===== src/rtl/tbin_pkg.sv =====
package tbin_pkg;
    typedef enum logic [1:0] {
        ST_ACCEPT = 2'd0,
        ST_BIN    = 2'd1,
        ST_DRAIN  = 2'd2
    } tbin_state_e;
endpackage


===== src/rtl/tbin_tile_range.sv =====
module tbin_tile_range #(
    parameter int COORD_W    = 8,
    parameter int TILE_SHIFT = 4,
    parameter int GRID_N     = 8,
    localparam int TW        = $clog2(GRID_N)
) (
    input  logic [COORD_W-1:0] lo_px,
    input  logic [COORD_W-1:0] hi_px,
    output logic [TW-1:0]      lo_t,
    output logic [TW-1:0]      hi_t
);
    localparam logic [COORD_W-1:0] LAST = COORD_W'(GRID_N - 1);

    logic [COORD_W-1:0] lo_s, hi_s;

    always_comb begin
        lo_s = lo_px >> TILE_SHIFT;
        hi_s = hi_px >> TILE_SHIFT;
        lo_t = (lo_s > LAST) ? TW'(GRID_N - 1) : lo_s[TW-1:0];
        hi_t = (hi_s > LAST) ? TW'(GRID_N - 1) : hi_s[TW-1:0];
    end
endmodule


===== src/rtl/tbin_list_store.sv =====
module tbin_list_store #(
    parameter int TILES  = 64,
    parameter int DEPTH  = 4,
    parameter int IDX_W  = 8,
    localparam int TIW   = $clog2(TILES),
    localparam int EW    = $clog2(DEPTH),
    localparam int CW    = $clog2(DEPTH + 1)
) (
    input  logic             clk,
    input  logic             rst_n,
    input  logic             clr,
    input  logic             app_en,
    input  logic [TIW-1:0]   app_tile,
    input  logic [IDX_W-1:0] app_idx,
    output logic             app_full,
    input  logic [TIW-1:0]   rd_tile,
    input  logic [EW-1:0]    rd_entry,
    output logic [IDX_W-1:0] rd_idx,
    output logic [CW-1:0]    rd_count
);
    logic [CW-1:0]    cnt_d [TILES];
    logic [CW-1:0]    cnt_q [TILES];
    logic [IDX_W-1:0] mem_d [TILES][DEPTH];
    logic [IDX_W-1:0] mem_q [TILES][DEPTH];

    assign app_full = (cnt_q[app_tile] == CW'(DEPTH));
    assign rd_count = cnt_q[rd_tile];
    assign rd_idx   = mem_q[rd_tile][rd_entry];

    always_comb begin
        cnt_d = cnt_q;
        mem_d = mem_q;
        if (clr) begin
            for (int t = 0; t < TILES; t++) cnt_d[t] = '0;
        end else if (app_en && !app_full) begin
            mem_d[app_tile][cnt_q[app_tile][EW-1:0]] = app_idx;
            cnt_d[app_tile] = cnt_q[app_tile] + CW'(1);
        end
    end

    always_ff @(posedge clk) begin
        if (!rst_n) begin
            for (int t = 0; t < TILES; t++) cnt_q[t] <= '0;
        end else begin
            cnt_q <= cnt_d;
        end
    end

    always_ff @(posedge clk) begin
        mem_q <= mem_d;
    end
endmodule


===== src/rtl/tile_binner.sv =====
module tile_binner
    import tbin_pkg::*;
#(
    parameter int COORD_W    = 8,
    parameter int IDX_W      = 8,
    parameter int TILE_SHIFT = 4,
    parameter int GRID_W     = 8,
    parameter int GRID_H     = 8,
    parameter int LIST_DEPTH = 4,
    localparam int TXW       = $clog2(GRID_W),
    localparam int TYW       = $clog2(GRID_H)
) (
    input  logic               clk,
    input  logic               rst_n,
    input  logic               in_valid,
    output logic               in_ready,
    input  logic               in_eof,
    input  logic [IDX_W-1:0]   in_idx,
    input  logic [COORD_W-1:0] in_x0,
    input  logic [COORD_W-1:0] in_y0,
    input  logic [COORD_W-1:0] in_x1,
    input  logic [COORD_W-1:0] in_y1,
    output logic               out_valid,
    input  logic               out_ready,
    output logic [TXW-1:0]     out_tile_x,
    output logic [TYW-1:0]     out_tile_y,
    output logic [IDX_W-1:0]   out_idx,
    output logic               out_empty,
    output logic               out_first,
    output logic               out_last,
    output logic               overflow
);
    localparam int TILES = GRID_W * GRID_H;
    localparam int TIW   = $clog2(TILES);
    localparam int EW    = $clog2(LIST_DEPTH);
    localparam int CW    = $clog2(LIST_DEPTH + 1);

    typedef struct packed {
        tbin_state_e      st;
        logic [TXW-1:0]   cx;
        logic [TXW-1:0]   x_lo;
        logic [TXW-1:0]   x_hi;
        logic [TYW-1:0]   cy;
        logic [TYW-1:0]   y_hi;
        logic [IDX_W-1:0] idx;
        logic [TIW-1:0]   dtile;
        logic [EW-1:0]    dent;
        logic             ovf;
    } ctrl_t;

    ctrl_t c_d, c_q;

    logic [TXW-1:0]   bx_lo, bx_hi;
    logic [TYW-1:0]   by_lo, by_hi;
    logic             app_en, app_full, clr;
    logic [TIW-1:0]   app_tile;
    logic [IDX_W-1:0] rd_idx;
    logic [CW-1:0]    rd_count;
    logic             tile_empty, last_entry;

    tbin_tile_range #(.COORD_W(COORD_W), .TILE_SHIFT(TILE_SHIFT), .GRID_N(GRID_W)) x_rng_i (
        .lo_px(in_x0), .hi_px(in_x1), .lo_t(bx_lo), .hi_t(bx_hi));
    tbin_tile_range #(.COORD_W(COORD_W), .TILE_SHIFT(TILE_SHIFT), .GRID_N(GRID_H)) y_rng_i (
        .lo_px(in_y0), .hi_px(in_y1), .lo_t(by_lo), .hi_t(by_hi));

    tbin_list_store #(.TILES(TILES), .DEPTH(LIST_DEPTH), .IDX_W(IDX_W)) store_i (
        .clk(clk), .rst_n(rst_n), .clr(clr),
        .app_en(app_en), .app_tile(app_tile), .app_idx(c_q.idx), .app_full(app_full),
        .rd_tile(c_q.dtile), .rd_entry(c_q.dent), .rd_idx(rd_idx), .rd_count(rd_count));

    assign app_tile   = TIW'(c_q.cy) * TIW'(GRID_W) + TIW'(c_q.cx);
    assign tile_empty = (rd_count == '0);
    assign last_entry = tile_empty || ((CW'(c_q.dent) + CW'(1)) == rd_count);

    assign in_ready   = (c_q.st == ST_ACCEPT);
    assign out_valid  = (c_q.st == ST_DRAIN);
    assign out_tile_x = TXW'(c_q.dtile % TIW'(GRID_W));
    assign out_tile_y = TYW'(c_q.dtile / TIW'(GRID_W));
    assign out_idx    = tile_empty ? '0 : rd_idx;
    assign out_empty  = tile_empty;
    assign out_first  = (c_q.dent == '0);
    assign out_last   = last_entry;
    assign overflow   = c_q.ovf;

    always_comb begin
        c_d    = c_q;
        app_en = 1'b0;
        clr    = 1'b0;
        case (c_q.st)
            ST_ACCEPT: begin
                if (in_valid) begin
                    if (in_eof) begin
                        c_d.st    = ST_DRAIN;
                        c_d.dtile = '0;
                        c_d.dent  = '0;
                    end else begin
                        c_d.st   = ST_BIN;
                        c_d.idx  = in_idx;
                        c_d.x_lo = bx_lo;
                        c_d.x_hi = bx_hi;
                        c_d.y_hi = by_hi;
                        c_d.cx   = bx_lo;
                        c_d.cy   = by_lo;
                    end
                end
            end
            ST_BIN: begin
                app_en = 1'b1;
                if (app_full) c_d.ovf = 1'b1;
                if (c_q.cx == c_q.x_hi) begin
                    c_d.cx = c_q.x_lo;
                    if (c_q.cy == c_q.y_hi) c_d.st = ST_ACCEPT;
                    else                    c_d.cy = c_q.cy + TYW'(1);
                end else begin
                    c_d.cx = c_q.cx + TXW'(1);
                end
            end
            ST_DRAIN: begin
                if (out_ready) begin
                    if (last_entry) begin
                        c_d.dent = '0;
                        if (c_q.dtile == TIW'(TILES - 1)) begin
                            c_d.st    = ST_ACCEPT;
                            c_d.dtile = '0;
                            clr       = 1'b1;
                        end else begin
                            c_d.dtile = c_q.dtile + TIW'(1);
                        end
                    end else begin
                        c_d.dent = c_q.dent + EW'(1);
                    end
                end
            end
            default: c_d.st = ST_ACCEPT;
        endcase
    end

    always_ff @(posedge clk) begin
        if (!rst_n) begin
            c_q    <= '0;
            c_q.st <= ST_ACCEPT;
        end else begin
            c_q <= c_d;
        end
    end


    idle_while_binning_chk: assert property (@(posedge clk) disable iff (!rst_n)
        in_ready |-> !out_valid);


    out_hold_chk: assert property (@(posedge clk) disable iff (!rst_n)
        out_valid && !out_ready |=> out_valid && $stable(out_idx) && $stable(out_tile_x)
        && $stable(out_tile_y) && $stable(out_first) && $stable(out_last) && $stable(out_empty));


    tile_no_interleave_chk: assert property (@(posedge clk) disable iff (!rst_n)
        out_valid && out_ready && !out_last |=> out_valid && $stable(out_tile_x) && $stable(out_tile_y));


    empty_marks_chk: assert property (@(posedge clk) disable iff (!rst_n)
        out_valid && out_empty |-> out_first && out_last && (out_idx == '0));


    ovf_sticky_chk: assert property (@(posedge clk) disable iff (!rst_n)
        overflow |=> overflow);
endmodule


===== config.mk =====
export PLATFORM = sky130hd
export DESIGN_NAME = tile_binner
export DESIGN_NICKNAME = d
export VERILOG_FILES = /design/src/rtl/tbin_pkg.sv /design/src/rtl/tbin_tile_range.sv /design/src/rtl/tbin_list_store.sv /design/src/rtl/tile_binner.sv
export SDC_FILE = /design/constraint.sdc
export NUM_CORES = 2
export LEC_CHECK = 0
export ABC_AREA = 1
export BUFFER_PORTS_ARGS = -buffer_cell sky130_fd_sc_hd__buf_2
export CAP_MARGIN = 40
export CELL_PAD_IN_SITES_DETAIL_PLACEMENT = 2
export CELL_PAD_IN_SITES_GLOBAL_PLACEMENT = 2
export CORE_ASPECT_RATIO = 1.4
export CORE_MARGIN = 2
export CORE_UTILIZATION = 40
export CTS_BUF_LIST = sky130_fd_sc_hd__clkbuf_16
export DETAILED_ROUTE_END_ITERATION = 8
export HOLD_SLACK_MARGIN = 0.08
export PLACE_DENSITY = 0.79
export SYNTH_ARGS = -nofsm -noshare
export SYNTH_HDL_FRONTEND = slang
export SYNTH_HIERARCHICAL = 1
export SYNTH_SLANG_ARGS = --single-unit

===== constraint.sdc =====
create_clock -name clk -period 13.31 [get_ports clk]
set_input_delay 2.662 -clock clk [delete_from_list [all_inputs] [get_ports clk]]
set_output_delay 2.662 -clock clk [all_outputs]
set_load 0.02 [all_outputs]

Yosys cells after proc, flatten, opt, wreduce, memory -nomap -nowiden. Index checks and enable logic that the tools add are counted.

Bits in registers: 2274. Input bits: 45.

Add/sub/neg operators: 7. Magnitude comparators: 10. Equal/unequal tests: 16. Muxes and demuxes: 50. Bitwise logic cells: 7. Reductions and logical operators: 19.

Operators by type and width (count): bitwise mux 2048 bit (1); binary-select mux 32 bit (select 6 bit) (1); bitwise mux 192 bit (1); demux 32 bit (select 6 bit) (1); two-way mux 32 bit (3); two-way mux 8 bit (6); binary-select mux 3 bit (select 6 bit) (2); two-way mux 3 bit (12); two-way mux 33 bit (1); two-way mux 23 bit (1); demux 3 bit (select 6 bit) (1); binary-select mux 8 bit (select 2 bit) (1); demux 8 bit (select 2 bit) (1); > comparator 4 x 3 -> 1 bit (second input constant) (4); case mux 8 bit (2 select lines) (1); greater-or-equal comparator 7 bit (second input constant) (2); two-way mux 2 bit (7); inverter 6 -> 7 bit (2); two-way mux 6 bit (2); case mux 3 bit (2 select lines) (2); inequality test 2 bit (second input constant) (5); AND reduction 5 bit (2); adder 3 x 1 -> 3 bit (second input constant) (3); equality test 3 bit (3); 27 further kinds (44).

Longest topological paths before layout.
Depth in word-level cells: 13. Depth in mapped cells: 24.

By module. The synthesis kept the hierarchy.

By module, submodules not included: tbin_list_store (times used 1, cells each 8999, area each 94929.8 sq um); tile_binner (times used 1, cells each 272, area each 1851.8 sq um); tbin_tile_range (times used 2, cells each 14, area each 57.6 sq um).

Least setup slack after synthesis. No wires, ideal clock.

Kind: register to output. From: register c_q[3] (netlist bit). To: output port out_last. Arrival: 2.541 ns. Slack: 8.107 ns. Stages on the path, launching flop included: 19. Buffers on the path: 4. Path through: dfxtp_1 buf_2 buf_2 clkbuf_1 clkbuf_1 a21oi_1 o21ai_0 o21ai_0 nor2_1 o22ai_1 nand2_1 nand2_1 nand2_1 o21ai_0 nor2_1 nand2_1 inv_2 a21oi_1 inv_1.

Longest elaborated chain between the ends: 6. Elaborated cells on any way between the ends: 7. Classes of those cells: eq/ne: 1; mux: 3; bitwise: 1; reduce/logical: 2.

Ends and longest elaborated chain: start: declaration (line tile_binner.sv:51) `ctrl_t c_d, c_q;`; inverter 6 -> 7 bit (implied by the code) (line tbin_list_store.sv:27) `assign rd_count = cnt_q[rd_tile];`; binary-select mux 3 bit (select 6 bit) (line tbin_list_store.sv:27); two-way mux 3 bit (implied by the code) (2 in series) (line tbin_list_store.sv:27); named net rd_count[0] (line tile_binner.sv:58) `logic [CW-1:0] rd_count;`; zero test 3 bit (line tile_binner.sv:72) `assign tile_empty = (rd_count == '0);`; named net out_empty (line tile_binner.sv:28) `output logic out_empty,`; logical OR 1 bit (line tile_binner.sv:73) `assign last_entry = tile_empty || ((CW'(c_q.dent) + CW'(1)) == rd_count);`; end: declaration (line tile_binner.sv:30) `output logic out_last,`.

The timed path passes the listed nets, and every way through them passes these cells. The select of a mux whose other input is x is not followed.

Worst setup path after layout.
From: register c_q[3] (netlist bit). To: output port out_idx[0].

Longest elaborated chain between the ends: 8. Elaborated cells on any way between the ends: 12. Classes of those cells: mux: 10; bitwise: 1; reduce/logical: 1.

Ends and longest elaborated chain: inverter 6 -> 7 bit (implied by the code) (line tbin_list_store.sv:28) `assign rd_idx = mem_q[rd_tile][rd_entry];`; binary-select mux 32 bit (select 6 bit) (line tbin_list_store.sv:28); two-way mux 32 bit (implied by the code) (2 in series) (line tbin_list_store.sv:28); binary-select mux 8 bit (select 2 bit) (line tbin_list_store.sv:28); two-way mux 8 bit (implied by the code) (2 in series) (line tbin_list_store.sv:28); named net rd_idx[0] (line tile_binner.sv:57) `logic [IDX_W-1:0] rd_idx;`; two-way mux 8 bit (line tile_binner.sv:79) `assign out_idx = tile_empty ? '0 : rd_idx;`; end: declaration (line tile_binner.sv:27) `output logic [IDX_W-1:0] out_idx,`.

The timed path passes the listed nets, and every way through them passes these cells. The select of a mux whose other input is x is not followed.

==> results.py <==
metrics = {
    "flow_run": {
        "drv_cap": 0,
    },
    "place": {
        "place_inst": 12133,
        "dp_slack_ns": 5.02,
        "routabilityCongestion": 0.842,
        "hpwl_mm": 224,
        "port_buffers": 48,
    },
    "run_status": {
        "status": "finished, final reports clean",
    },
    "synthesis": {
        "synth-edff-count": 2048,
        "postSynth.asyncResetShare_pct": 0,
        "synth.yosys.seq_area_share_pct": 68.1,
        "ys_types": 41,
        "syn_inst": 9299,
        "yosys_warnings": 6,
        "synth_fp_nets": 9353,
        "synth-main-ff-cell": "edfxtp_1",
        "netlist_area_mm2": 0.0969,
        "syn_avg_cell_area_um2": 10.4,
        "ys_ff_latch": 2274,
    },
    "critical_path": {
        "reg2reg_depth": 21,
        "critPathKind": "reg2out",
        "critPathMaxFanout": 77,
        "startpoint_type": "flip-flop",
        "path_cells": "buf_4 > buf_4 > buf_4 > nand2_1 > nand3_1 > nand3_1 > nand3_1 > nand3_1 > nand3_1 > nand3_1 > nand2_1 > nand2_1 > nand2_1 > inv_1 > nor2_1 > buf_2",
        "cp.required_ns": 10.65,
        "setup.worst_path.end_class": "primary output",
        "cpMaxStageDelayCell": "buf_4",
        "max_stage_delay_ns": 0.80,
        "arrival_ns": 6.67,
        "cp_common_cell": "nand3_1",
    },
    "routing": {
        "wl_mm": 368,
        "via_per_inst": 5.79,
        "drtPass1Iterations": 6,
        "dr_total_vias": 72846,
        "drt_iter0_markers": 5985,
        "post-route-drc-count": 0,
        "wire_per_inst_um": 29.2,
        "antenna_left": 0,
    },
    "floorplanning": {
        "die_h_um": 586,
        "io_pins": 65,
        "die_area_mm2": 0.246,
        "die_width_um": 420,
        "num_rows": 213,
        "coreArea_mm2": 0.241,
        "initial_core_util_pct": 40.3,
    },
    "cells_and_area": {
        "fin_cells": 12581,
        "drive_above_1_share_pct": 7.15,
        "synthToLayoutAreaGrowth_pct": 11.3,
        "final_cell_mix": "2708 x nand2_1, 2059 x nand3_1, 2048 x edfxtp_1, 816 x nor2_1, 338 x inv_1",
        "nets": 9222,
        "layout_commonest_cell": "nand2_1",
    },
    "power_and_ir_drop": {
        "internal_power_mw": 12.3,
        "p_leak_nw": 39.7,
        "power.switching_mw": 5.88,
        "combPwrFrac_pct": 20.5,
        "p_clk_share_pct": 34.8,
        "switching_share_pct": 32.4,
        "p_per_area_mw_per_mm2": 168,
        "ir_worst_vdd_v": 0.000154,
        "seq_power_share_pct": 44.7,
    },
    "clock_tree": {
        "clk-insertion-delay-late_ns": 0.91,
        "htreeDepth": 4,
        "postCtsResizedCells": 0,
        "postCtsHoldBufs": 0,
        "cts.sinks": 2274,
        "cts_made_buffers": 227,
        "cts.clk_slew.worst_paths_ns": 0.07,
        "cts-root-buf": "clkbuf_16",
        "cts_setup_buffers": 0,
        "cts_max_path_buffers": 4,
        "cts_tree": "built",
    },
    "global_routing": {
        "grt_max_degree": 204,
        "grt-ovfl-total": 0,
        "grt_pass1_wl_mm": 541,
        "grtUsageTotal_pct": 29.6,
        "antenna_found_initial": 5,
        "grt_pass1_vias": 80742,
    },
    "sta": {
        "min_period_ns": 9.33,
        "max_slew_margin_pct": 25.7,
        "period_share_pct": 70.1,
        "holdWs_ns": 0.478,
        "tns_ns": 0,
        "rsz0062_at_grt": "false",
        "setup_viol": 0,
        "drv_slew": 0,
        "max_freq_ghz": 0.107,
        "finClkSkew_ns": 0.0884,
        "setup_slack_ns": 3.98,
        "worstMarginPinSlew_ns": 1.11,
        "hold_viol": 0,
    },
    "worst_hold_path": {
        "hp-class": "reg2reg",
        "hold_path_depth": 2,
    },
}
critical path: cells and delay by family (launching register included):
| family | cells | cell delay [ns] |
|---|---|---|
| buffers and inverters | 5 | 2.61 |
| and+or+nand+nor | 11 | 2.26 |
| DFF | 1 | 0.74 |
through the flow:
step	utilization [%]	power [mW]	cell area [um2]
global route	44.8	18.7	108000
finish	44.8	18.1	108000
global placement	41.4	11.6	99600
CTS	44.7	18.2	108000
floorplan	-	10.6	96900
detailed placement	41.8	11.9	101000
final timing paths:
check	startpoint	endpoint	slack, ns
max	c_q[3]	out_idx[0]	3.98
min	overflow	overflow	0.48
max reg2reg	c_q[3]	store_i/mem_q[1266]	5.38
min reg2reg	overflow	overflow	0.48
layout make-up:
type	count	area, um2
Multi-Input combinational cell	6111	27200
Clock inverter	186	1330
Clock buffer	228	5710
Tap cell	3225	4040
Timing Repair Buffer	248	2360
Sequential cell	2274	66100
Inverter	306	1180
Antenna cell	3	7.51
Fill cell	24574	133000
cell families after synthesis:
| group | count (synthesis) | synth area share [%] |
|---|---|---|
| flip-flops | 2274 | 68.1 |
| XOR/XNOR | 9 | 0.0814 |
| adder cells (fa/ha/maj) | 9 | 0.116 |
| AND/OR/NAND/NOR | 5700 | 25.7 |
| buffers and inverters | 914 | 3.86 |
| AO/OA/AOI/OAI | 393 | 2.14 |
synthesized netlist by cell type (15+ instances only):
| cell type | number | area share (%) |
|---|---|---|
| nand4_1 | 15 | 0.097 |
| buf_2 | 116 | 0.60 |
| clkbuf_1 | 400 | 1.5 |
| nand3_4 | 50 | 0.90 |
| o21ai_0 | 220 | 1.1 |
| edfxtp_1 | 2048 | 63 |
| a21oi_1 | 105 | 0.54 |
| buf_1 | 71 | 0.28 |
| inv_1 | 285 | 1.1 |
| o22ai_1 | 33 | 0.21 |
| nand3_2 | 16 | 0.17 |
| nor2_1 | 817 | 3.2 |
| nand2_1 | 2712 | 11 |
| dfxtp_1 | 226 | 4.7 |
| nand3_1 | 2059 | 11 |
registers in the layout, summed over array words and instances (netlist names):
| signal | count |
|---|---|
| overflow | 1 |
| store_i/mem_q | 2048 |
| c_q | 33 |
| store_i/cnt_q | 192 |
power groups by stage:
stage	clock, mW	sequential, mW	combinational [mW]
after detailed placement	0	8.27	3.64
after CTS	6.41	8.11	3.70
after global placement	0	8.26	3.33
final	6.32	8.11	3.71
after global routing	6.63	8.11	4.00
after floorplan	0	8.38	2.18
layer usage:
| layer | up-vias | GRT usage, % | wire length (um) |
|---|---|---|---|
| met5 | - | 0 | 27 |
| met3 | 800 | 3.44 | 16400 |
| met1 | 38164 | 34.9 | 141000 |
| met4 | 4 | 16.1 | 22100 |
| met2 | 2116 | 52.5 | 189000 |
| li1 | 31762 | - | - |
Note: power is estimated with default switching activity, not from simulation.
